`src/rtl/gtmr_pkg.sv`:
```
package gtmr_pkg;

    localparam int ADDR_W = 5;

    localparam logic [ADDR_W-1:0] OFS_CNT_LO = 5'h00;
    localparam logic [ADDR_W-1:0] OFS_CNT_HI = 5'h04;
    localparam logic [ADDR_W-1:0] OFS_CTRL   = 5'h08;
    localparam logic [ADDR_W-1:0] OFS_STAT   = 5'h0C;
    localparam logic [ADDR_W-1:0] OFS_CMP_LO = 5'h10;
    localparam logic [ADDR_W-1:0] OFS_CMP_HI = 5'h14;
    localparam logic [ADDR_W-1:0] OFS_STEP   = 5'h18;

    // packed: step_on is bit 3, run is bit 0
    typedef struct packed {
        logic step_on;
        logic irq_on;
        logic cmp_on;
        logic run;
    } ctrl_t;

    typedef struct packed {
        logic cnt_lo;
        logic cnt_hi;
        logic ctrl;
        logic stat;
        logic cmp_lo;
        logic cmp_hi;
        logic step;
    } wsel_t;

    function automatic wsel_t decode_write(input logic [ADDR_W-1:0] a, input logic we);
        wsel_t s;
        s.cnt_lo = we && (a == OFS_CNT_LO);
        s.cnt_hi = we && (a == OFS_CNT_HI);
        s.ctrl   = we && (a == OFS_CTRL);
        s.stat   = we && (a == OFS_STAT);
        s.cmp_lo = we && (a == OFS_CMP_LO);
        s.cmp_hi = we && (a == OFS_CMP_HI);
        s.step   = we && (a == OFS_STEP);
        return s;
    endfunction

endpackage

```
`src/rtl/gtmr_counter.sv`:
```
module gtmr_counter #(
    parameter int HALF_W = 32
) (
    input  logic                clk,
    input  logic                rst,
    input  logic                tick,
    input  logic                run,
    input  logic                wr_lo,
    input  logic                wr_hi,
    input  logic [HALF_W-1:0]   wdata,
    output logic [2*HALF_W-1:0] count
);
    localparam int CNT_W = 2 * HALF_W;

    logic [CNT_W-1:0] count_q;
    logic             any_wr;

    assign any_wr = wr_lo || wr_hi;

    always_ff @(posedge clk) begin
        if (rst) begin
            count_q <= '0;
        end else if (any_wr) begin
            if (wr_lo) count_q[HALF_W-1:0]     <= wdata;
            if (wr_hi) count_q[CNT_W-1:HALF_W] <= wdata;
        end else if (run && tick) begin
            count_q <= count_q + 1'b1;
        end
    end

    assign count = count_q;

    // one step per enabled tick, wrapping naturally
    p_count_step_r2: assert property (@(posedge clk) disable iff (rst)
        (run && tick && !any_wr) |=> (count == $past(count) + 1'b1));

    // idle counter holds its value
    p_count_hold_r2: assert property (@(posedge clk) disable iff (rst)
        (!(run && tick) && !any_wr) |=> $stable(count));

    // written low half wins, upper half untouched
    p_write_lo_r4: assert property (@(posedge clk) disable iff (rst)
        (wr_lo && !wr_hi) |=> (count[HALF_W-1:0] == $past(wdata))
                           && (count[CNT_W-1:HALF_W] == $past(count[CNT_W-1:HALF_W])));
endmodule

```
`src/rtl/gtmr_compare.sv`:
```
module gtmr_compare #(
    parameter int HALF_W = 32
) (
    input  logic                clk,
    input  logic                rst,
    input  logic [2*HALF_W-1:0] count,
    input  logic                cmp_on,
    input  logic                cmp_rearm,
    input  logic                step_on,
    input  logic                wr_lo,
    input  logic                wr_hi,
    input  logic                wr_step,
    input  logic                clr_req,
    input  logic [HALF_W-1:0]   wdata,
    output logic [2*HALF_W-1:0] cmp_val,
    output logic [HALF_W-1:0]   step_val,
    output logic                flag
);
    localparam int CNT_W = 2 * HALF_W;

    logic [CNT_W-1:0]  cmp_q;
    logic [HALF_W-1:0] step_q;
    logic              armed_q;
    logic              flag_q;
    logic              hit;
    logic              cmp_wr;

    assign cmp_wr = wr_lo || wr_hi;
    assign hit    = cmp_on && armed_q && (count >= cmp_q);

    always_ff @(posedge clk) begin
        if (rst) begin
            cmp_q <= '0;
        end else if (cmp_wr) begin
            if (wr_lo) cmp_q[HALF_W-1:0]     <= wdata;
            if (wr_hi) cmp_q[CNT_W-1:HALF_W] <= wdata;
        end else if (hit && step_on) begin
            cmp_q <= cmp_q + {{HALF_W{1'b0}}, step_q};
        end
    end

    always_ff @(posedge clk) begin
        if (rst)          step_q <= '0;
        else if (wr_step) step_q <= wdata;
    end

    always_ff @(posedge clk) begin
        if (rst)                     armed_q <= 1'b0;
        else if (cmp_wr || cmp_rearm) armed_q <= 1'b1;
        else if (hit && !step_on)    armed_q <= 1'b0;
    end

    always_ff @(posedge clk) begin
        if (rst)          flag_q <= 1'b0;
        else if (hit)     flag_q <= 1'b1;
        else if (clr_req) flag_q <= 1'b0;
    end

    assign cmp_val  = cmp_q;
    assign step_val = step_q;
    assign flag     = flag_q;

    // auto-step advances compare by the step on an event
    p_step_adv_r7: assert property (@(posedge clk) disable iff (rst)
        (hit && step_on && !cmp_wr) |=> (cmp_val == $past(cmp_val) + {{HALF_W{1'b0}}, $past(step_val)}));

    // with comparison off a clear flag cannot become set
    p_off_no_set_r8: assert property (@(posedge clk) disable iff (rst)
        (!cmp_on && !flag) |=> !flag);

    // event beats a concurrent clear
    p_set_wins_r9: assert property (@(posedge clk) disable iff (rst)
        hit |=> flag);

    // a clear without an event empties the flag
    p_clear_r9: assert property (@(posedge clk) disable iff (rst)
        (clr_req && !hit) |=> !flag);

    // single-shot mode disarms after its event
    p_one_shot_r6: assert property (@(posedge clk) disable iff (rst)
        (hit && !step_on && !cmp_wr && !cmp_rearm) |=> !hit);
endmodule

```
`src/rtl/gtmr_timer.sv`:
```
module gtmr_timer
    import gtmr_pkg::*;
#(
    parameter int DATA_W = 32
) (
    input  logic              clk,
    input  logic              rst,
    input  logic              tick,
    input  logic [ADDR_W-1:0] bus_addr,
    input  logic              bus_we,
    input  logic [DATA_W-1:0] bus_wdata,
    output logic [DATA_W-1:0] bus_rdata,
    output logic              irq
);
    localparam int CNT_W  = 2 * DATA_W;
    localparam int CTRL_W = $bits(ctrl_t);

    wsel_t              sel;
    ctrl_t              ctrl_q;
    logic [CNT_W-1:0]   count;
    logic [CNT_W-1:0]   cmp_val;
    logic [DATA_W-1:0]  step_val;
    logic               flag;
    logic               rearm;
    logic               clr_req;

    assign sel     = decode_write(bus_addr, bus_we);
    assign rearm   = sel.ctrl && bus_wdata[1] && !ctrl_q.cmp_on;
    assign clr_req = sel.stat && bus_wdata[0];

    always_ff @(posedge clk) begin
        if (rst)           ctrl_q <= '0;
        else if (sel.ctrl) ctrl_q <= ctrl_t'(bus_wdata[CTRL_W-1:0]);
    end

    gtmr_counter #(.HALF_W(DATA_W)) u_count (
        .clk   (clk),
        .rst   (rst),
        .tick  (tick),
        .run   (ctrl_q.run),
        .wr_lo (sel.cnt_lo),
        .wr_hi (sel.cnt_hi),
        .wdata (bus_wdata),
        .count (count)
    );

    gtmr_compare #(.HALF_W(DATA_W)) u_cmp (
        .clk       (clk),
        .rst       (rst),
        .count     (count),
        .cmp_on    (ctrl_q.cmp_on),
        .cmp_rearm (rearm),
        .step_on   (ctrl_q.step_on),
        .wr_lo     (sel.cmp_lo),
        .wr_hi     (sel.cmp_hi),
        .wr_step   (sel.step),
        .clr_req   (clr_req),
        .wdata     (bus_wdata),
        .cmp_val   (cmp_val),
        .step_val  (step_val),
        .flag      (flag)
    );

    always_comb begin
        case (bus_addr)
            OFS_CNT_LO: bus_rdata = count[DATA_W-1:0];
            OFS_CNT_HI: bus_rdata = count[CNT_W-1:DATA_W];
            OFS_CTRL:   bus_rdata = {{(DATA_W-CTRL_W){1'b0}}, ctrl_q};
            OFS_STAT:   bus_rdata = {{(DATA_W-1){1'b0}}, flag};
            OFS_CMP_LO: bus_rdata = cmp_val[DATA_W-1:0];
            OFS_CMP_HI: bus_rdata = cmp_val[CNT_W-1:DATA_W];
            OFS_STEP:   bus_rdata = step_val;
            default:    bus_rdata = '0;
        endcase
    end

    assign irq = flag && ctrl_q.irq_on && ctrl_q.cmp_on;

    // interrupt drops once comparison is switched off
    p_irq_off_r10: assert property (@(posedge clk) disable iff (rst)
        (sel.ctrl && !bus_wdata[1]) |=> !irq);

    // control register reflects the last write
    p_ctrl_wr_r11: assert property (@(posedge clk) disable iff (rst)
        sel.ctrl |=> (ctrl_q == $past(bus_wdata[CTRL_W-1:0])));
endmodule

```
`config.mk`:
```
export PLATFORM = sky130hd
export DESIGN_NAME = gtmr_timer
export DESIGN_NICKNAME = d
export VERILOG_FILES = /design/src/rtl/gtmr_pkg.sv /design/src/rtl/gtmr_counter.sv /design/src/rtl/gtmr_compare.sv /design/src/rtl/gtmr_timer.sv
export SDC_FILE = /design/constraint.sdc
export NUM_CORES = 1
export LEC_CHECK = 0
export ABC_AREA = 1
export BUFFER_PORTS_ARGS = -buffer_cell sky130_fd_sc_hd__buf_2
export CORE_ASPECT_RATIO = 0.9
export CORE_UTILIZATION = 35
export CTS_BUF_LIST = sky130_fd_sc_hd__clkbuf_8
export CTS_CLUSTER_SIZE = 24
export DETAILED_ROUTE_END_ITERATION = 7
export SLEW_MARGIN = 0
export SYNTH_ARGS = -nofsm -noshare
export SYNTH_HDL_FRONTEND = slang
export SYNTH_SLANG_ARGS = --single-unit
```
`constraint.sdc`:
```
create_clock -name clk -period 2.9 [get_ports clk]
set_input_delay 0.58 -clock clk [delete_from_list [all_inputs] [get_ports clk]]
set_output_delay 0.58 -clock clk [all_outputs]
set_load 0.01 [all_outputs]
```
==> summary.md <==
| Metric | Value |
|---|---|
| Status | complete, but fails checks |
| Failing checks | design-rule violations |
| Total negative slack | 0 ns |
| Drt pass-1 iters | 8 |
| Crit-path max cell delay | 0.50 ns |
| Clock share of power | 41.7% |
| Total of max-cap violations | 0 |
| Highest routed metal layer | met4 |
| Commonest non-fill, non-tap cell in the layout | nand2_1 |
| DRC viols | 4 |
| Worst path slowest cell | a221oi_1 |
| Final cell count without fillers | 3436 |
| Critical-path cell list | buf_2 -> inv_2 -> nor2_1 -> inv_1 -> buf_8 -> nor2_1 -> a221oi_1 -> o221ai_1 -> buf_2 |
| NetSw | 1550 uW |
| Total GRT Usage | 32.9% |
| Synth area leader | dfxtp_1 |
| Row Count | 73 |
| Crit path max fanout | 31 |
| Seq/Total Area, Yosys | 21.3% |
| Unique masters post-synth | 48 |
| Initial antenna violation count | 0 |
| Launch point of the critical path | bus_addr[4] |
| Int Power | 3570 uW |
| Bufs and invs on worst path | 5 |
| DIE HEIGHT | 202 um |
| Critical path destination | bus_rdata[9] |
| Post-DP HPWL | 60200 um |
| Overall routed net length | 75600 um |
| Die X-Extent | 225 um |
| Worst path depth | 9 |
| Yosys Warn Count | 0 |
| DR vias/cell | 5.56 |
| Routed length per instance | 22.0 um |
| Leak Pwr | 0.00887 uW |
| EDFF count, synth | 0 |
| Sequential share of power | 46.1% |
| Fmax | 348 MHz |
| H-Tree Depth | 4 |
| Cts hold-fix bufs | 0 |
| Hold Crit Class | primary input to flop |
| CTS root buffer | clkbuf_8 |
| Clock sinks | 166 |
| Filler instances | 4954 |
| Die area | 45500 um2 |
| Clock Path Buffers | 2 |
| Crit path max-delay family | buffers and inverters |
| Routed wl met2 | 31700 um |
| TritonCTS buffer count | 17 |
| Top cell type's share of synthesized area | 21.3% |
| Commonest non-fill, non-tap cells in the layout | nand2_1, inv_1, nor2_1 |
| Clock Skew | 0.0237 ns |
| Sw frac | 30.3% |
| # IOs | 74 |
| Worst-margin pin slew | 0.865 ns |
| Share of cells above drive strength 1 | 10.8% |
| Grt total ovfl | 0 |
| Top post-synthesis cells by area | dfxtp_1, nand2_1, inv_1 |
| Reg2reg start | u_cmp.step_val[2] |
| GP Congestion | 1.05 |
| Startpoint Class | primary input |
| Worst R2R End | u_cmp.cmp_val[39] |
| Tmin final | 2.88 ns |
| PD cells | 284 nW/um2 |
| Ys flop type | dfxtp_1 |
| CTS tree | built |
| Clk Latency, worst-skew pair | 0.54 ns |
| Internal reg-to-reg setup slack | 0.12 ns |
| Hold violation total from the final report | 0 |
| Area Overhead vs Synth | 15.1% |
| Syn nets | 2848 |
| Gate power share | 12.1% |
| Core area | 44100 um2 |
| Worst slew margin | 42.4% |
| Worst VDD drop | 0.280 mV |
| Wire length on met3 | 7350 um |
| Worst Setup End Kind | output pin |
| Starting DRT DRC Count | 2318 |
| Met1 WL | 32900 um |
| Setup CP Type | primary input to output pin |
| Critical Path RT | 2.32 ns |
| Placed Cells | 3398 |
| Synthesis-stage register bit count | 166 |
| Syn avg cell area | 5.77 um2 |
| Synth async-reset ratio | 0% |
| Initial Utilization | 35.4% |
| Mapped Cells | 2709 |
| CTS clock-pin slew for the worst setup and hold paths | 0.11 ns |
| Count of final max-slew check failures | 0 |
| Endpoints failing setup | 0 |
| Nets@finish | 2962 |
| Reg2Reg Depth | 13 |
| Largest net degree at the start of global routing | 65 |
| Port Buffers | 73 |
| Data arrival, critical path | 2.30 ns |
| Final period utilization | 99.2% |
| Routed Antenna Nets | 0 |
| N_diodes | 0 |
| First-pass GRT wire length | 111000 um |
| Mapped cell area | 15600 um2 |
| Vias in the first global route | 17.7k |
| Routed via count | 19.1k |
[layout make-up]
cell class	instances	area [um2]	area share, %
multi-input cells	2069	10600	59.0
repair buffers	191	1410	7.84
clock buffers	18	248	1.38
clock inverters	14	221	1.23
inverters	378	1430	7.93
well taps	600	751	4.17
flip-flops and latches	166	3320	18.5
[metrics by stage]
step / setup WS (ns) / instance area, um2 / hold WS (ns) / utilization, % / power, uW
2_1_floorplan: 0.462 / 15600 / 0.450 / - / 2720
3_3_place_gp: -0.472 / 17300 / 0.470 / 39.1 / 2990
3_5_place_dp: -0.501 / 17300 / 0.488 / 39.1 / 3000
4_1_cts: 0.0216 / 17800 / 0.325 / 40.3 / 5090
5_1_grt: -0.00575 / 18000 / 0.348 / 40.8 / 5280
6_report: 0.0231 / 18000 / 0.345 / 40.8 / 5110
[power groups by stage]
| stage | clock, uW | combinational [uW] | sequential [uW] |
|---|---|---|---|
| floorplan | 0 | 326 | 2400 |
| global placement | 0 | 578 | 2410 |
| detailed placement | 0 | 588 | 2410 |
| CTS | 2140 | 592 | 2360 |
| global route | 2240 | 676 | 2360 |
| finish | 2130 | 620 | 2360 |
[timing repair]
action,CTS,global route
pin swaps,0,4
cloned,0,2
resized for setup,11,24
setup buffers,0,4
setup endpoints to repair,16,77
[per-layer routing]
metal,up-vias,track usage [%]
met4,0,15.1
met5,-,0
li1,9021,-
met3,143,7.06
met2,1013,49.1
met1,8942,44.8
[synthesized netlist by cell type (4+ instances only)]
library cell	n
buf_4	4
dfxtp_1	166
nand4_1	31
o22ai_1	6
ha_1	97
a221oi_1	27
nand2_1	787
xor2_1	50
nor3_1	49
or2_2	14
a31oi_1	33
xnor2_1	8
a21oi_1	172
nand2_2	5
buf_1	7
nor4_1	14
nor2_1	342
inv_2	6
o21bai_1	6
buf_2	23
nand3b_1	10
clkbuf_1	57
buf_6	5
nand3_1	188
a21oi_2	10
o221ai_1	20
nor3_2	5
o21a_1	4
o21ai_1	4
o21ai_0	155
o211ai_1	8
inv_1	369
[registers in the layout, summed over array words and instances, names as in the netlist]
name and flops:
ctrl_q 4, u_cmp.armed_q 1, u_cmp.cmp_val 64, u_cmp.flag 1
u_cmp.step_val 32, u_count.count 64
[worst min path at each step]
stage | slack [ns] | endpoint | startpoint | cells after the start
after global routing | 0.35 | u_cmp.step_val[12] | bus_wdata[12] | 3
after CTS | 0.33 | u_cmp.step_val[28] | bus_wdata[28] | 3
after global placement | 0.47 | u_cmp.armed_q | u_cmp.armed_q | 2
final | 0.34 | u_cmp.step_val[14] | bus_wdata[14] | 3
after floorplan | 0.45 | ctrl_q[2] | ctrl_q[2] | 2
after detailed placement | 0.49 | u_cmp.armed_q | u_cmp.armed_q | 2
[worst register-to-register path, stage by stage, from the launching register on]
cell	delay, ns
dfxtp_1	0.48
ha_1	0.35
or2_2	0.32
nand3_1	0.09
nand2_1	0.19
nand2_1	0.16
nand3_1	0.27
nand2_1	0.14
nand2_1	0.22
nand2_1	0.12
nand2_1	0.05
o21ai_0	0.15
a21oi_1	0.06
nor2_1	0.13
[kinds of logic after synthesis]
| group | count (synthesis) | share of synthesized area (%) |
|---|---|---|
| AOI/OAI and AO/OA | 452 | 16.7 |
| xor gates and xnor gates | 58 | 3.25 |
| adders and majority gates | 98 | 7.90 |
| buffers and inverters | 474 | 11.9 |
| DFF | 166 | 21.3 |
| and+or+nand+nor | 1461 | 39.0 |
Power figures use the tool's default switching activity.
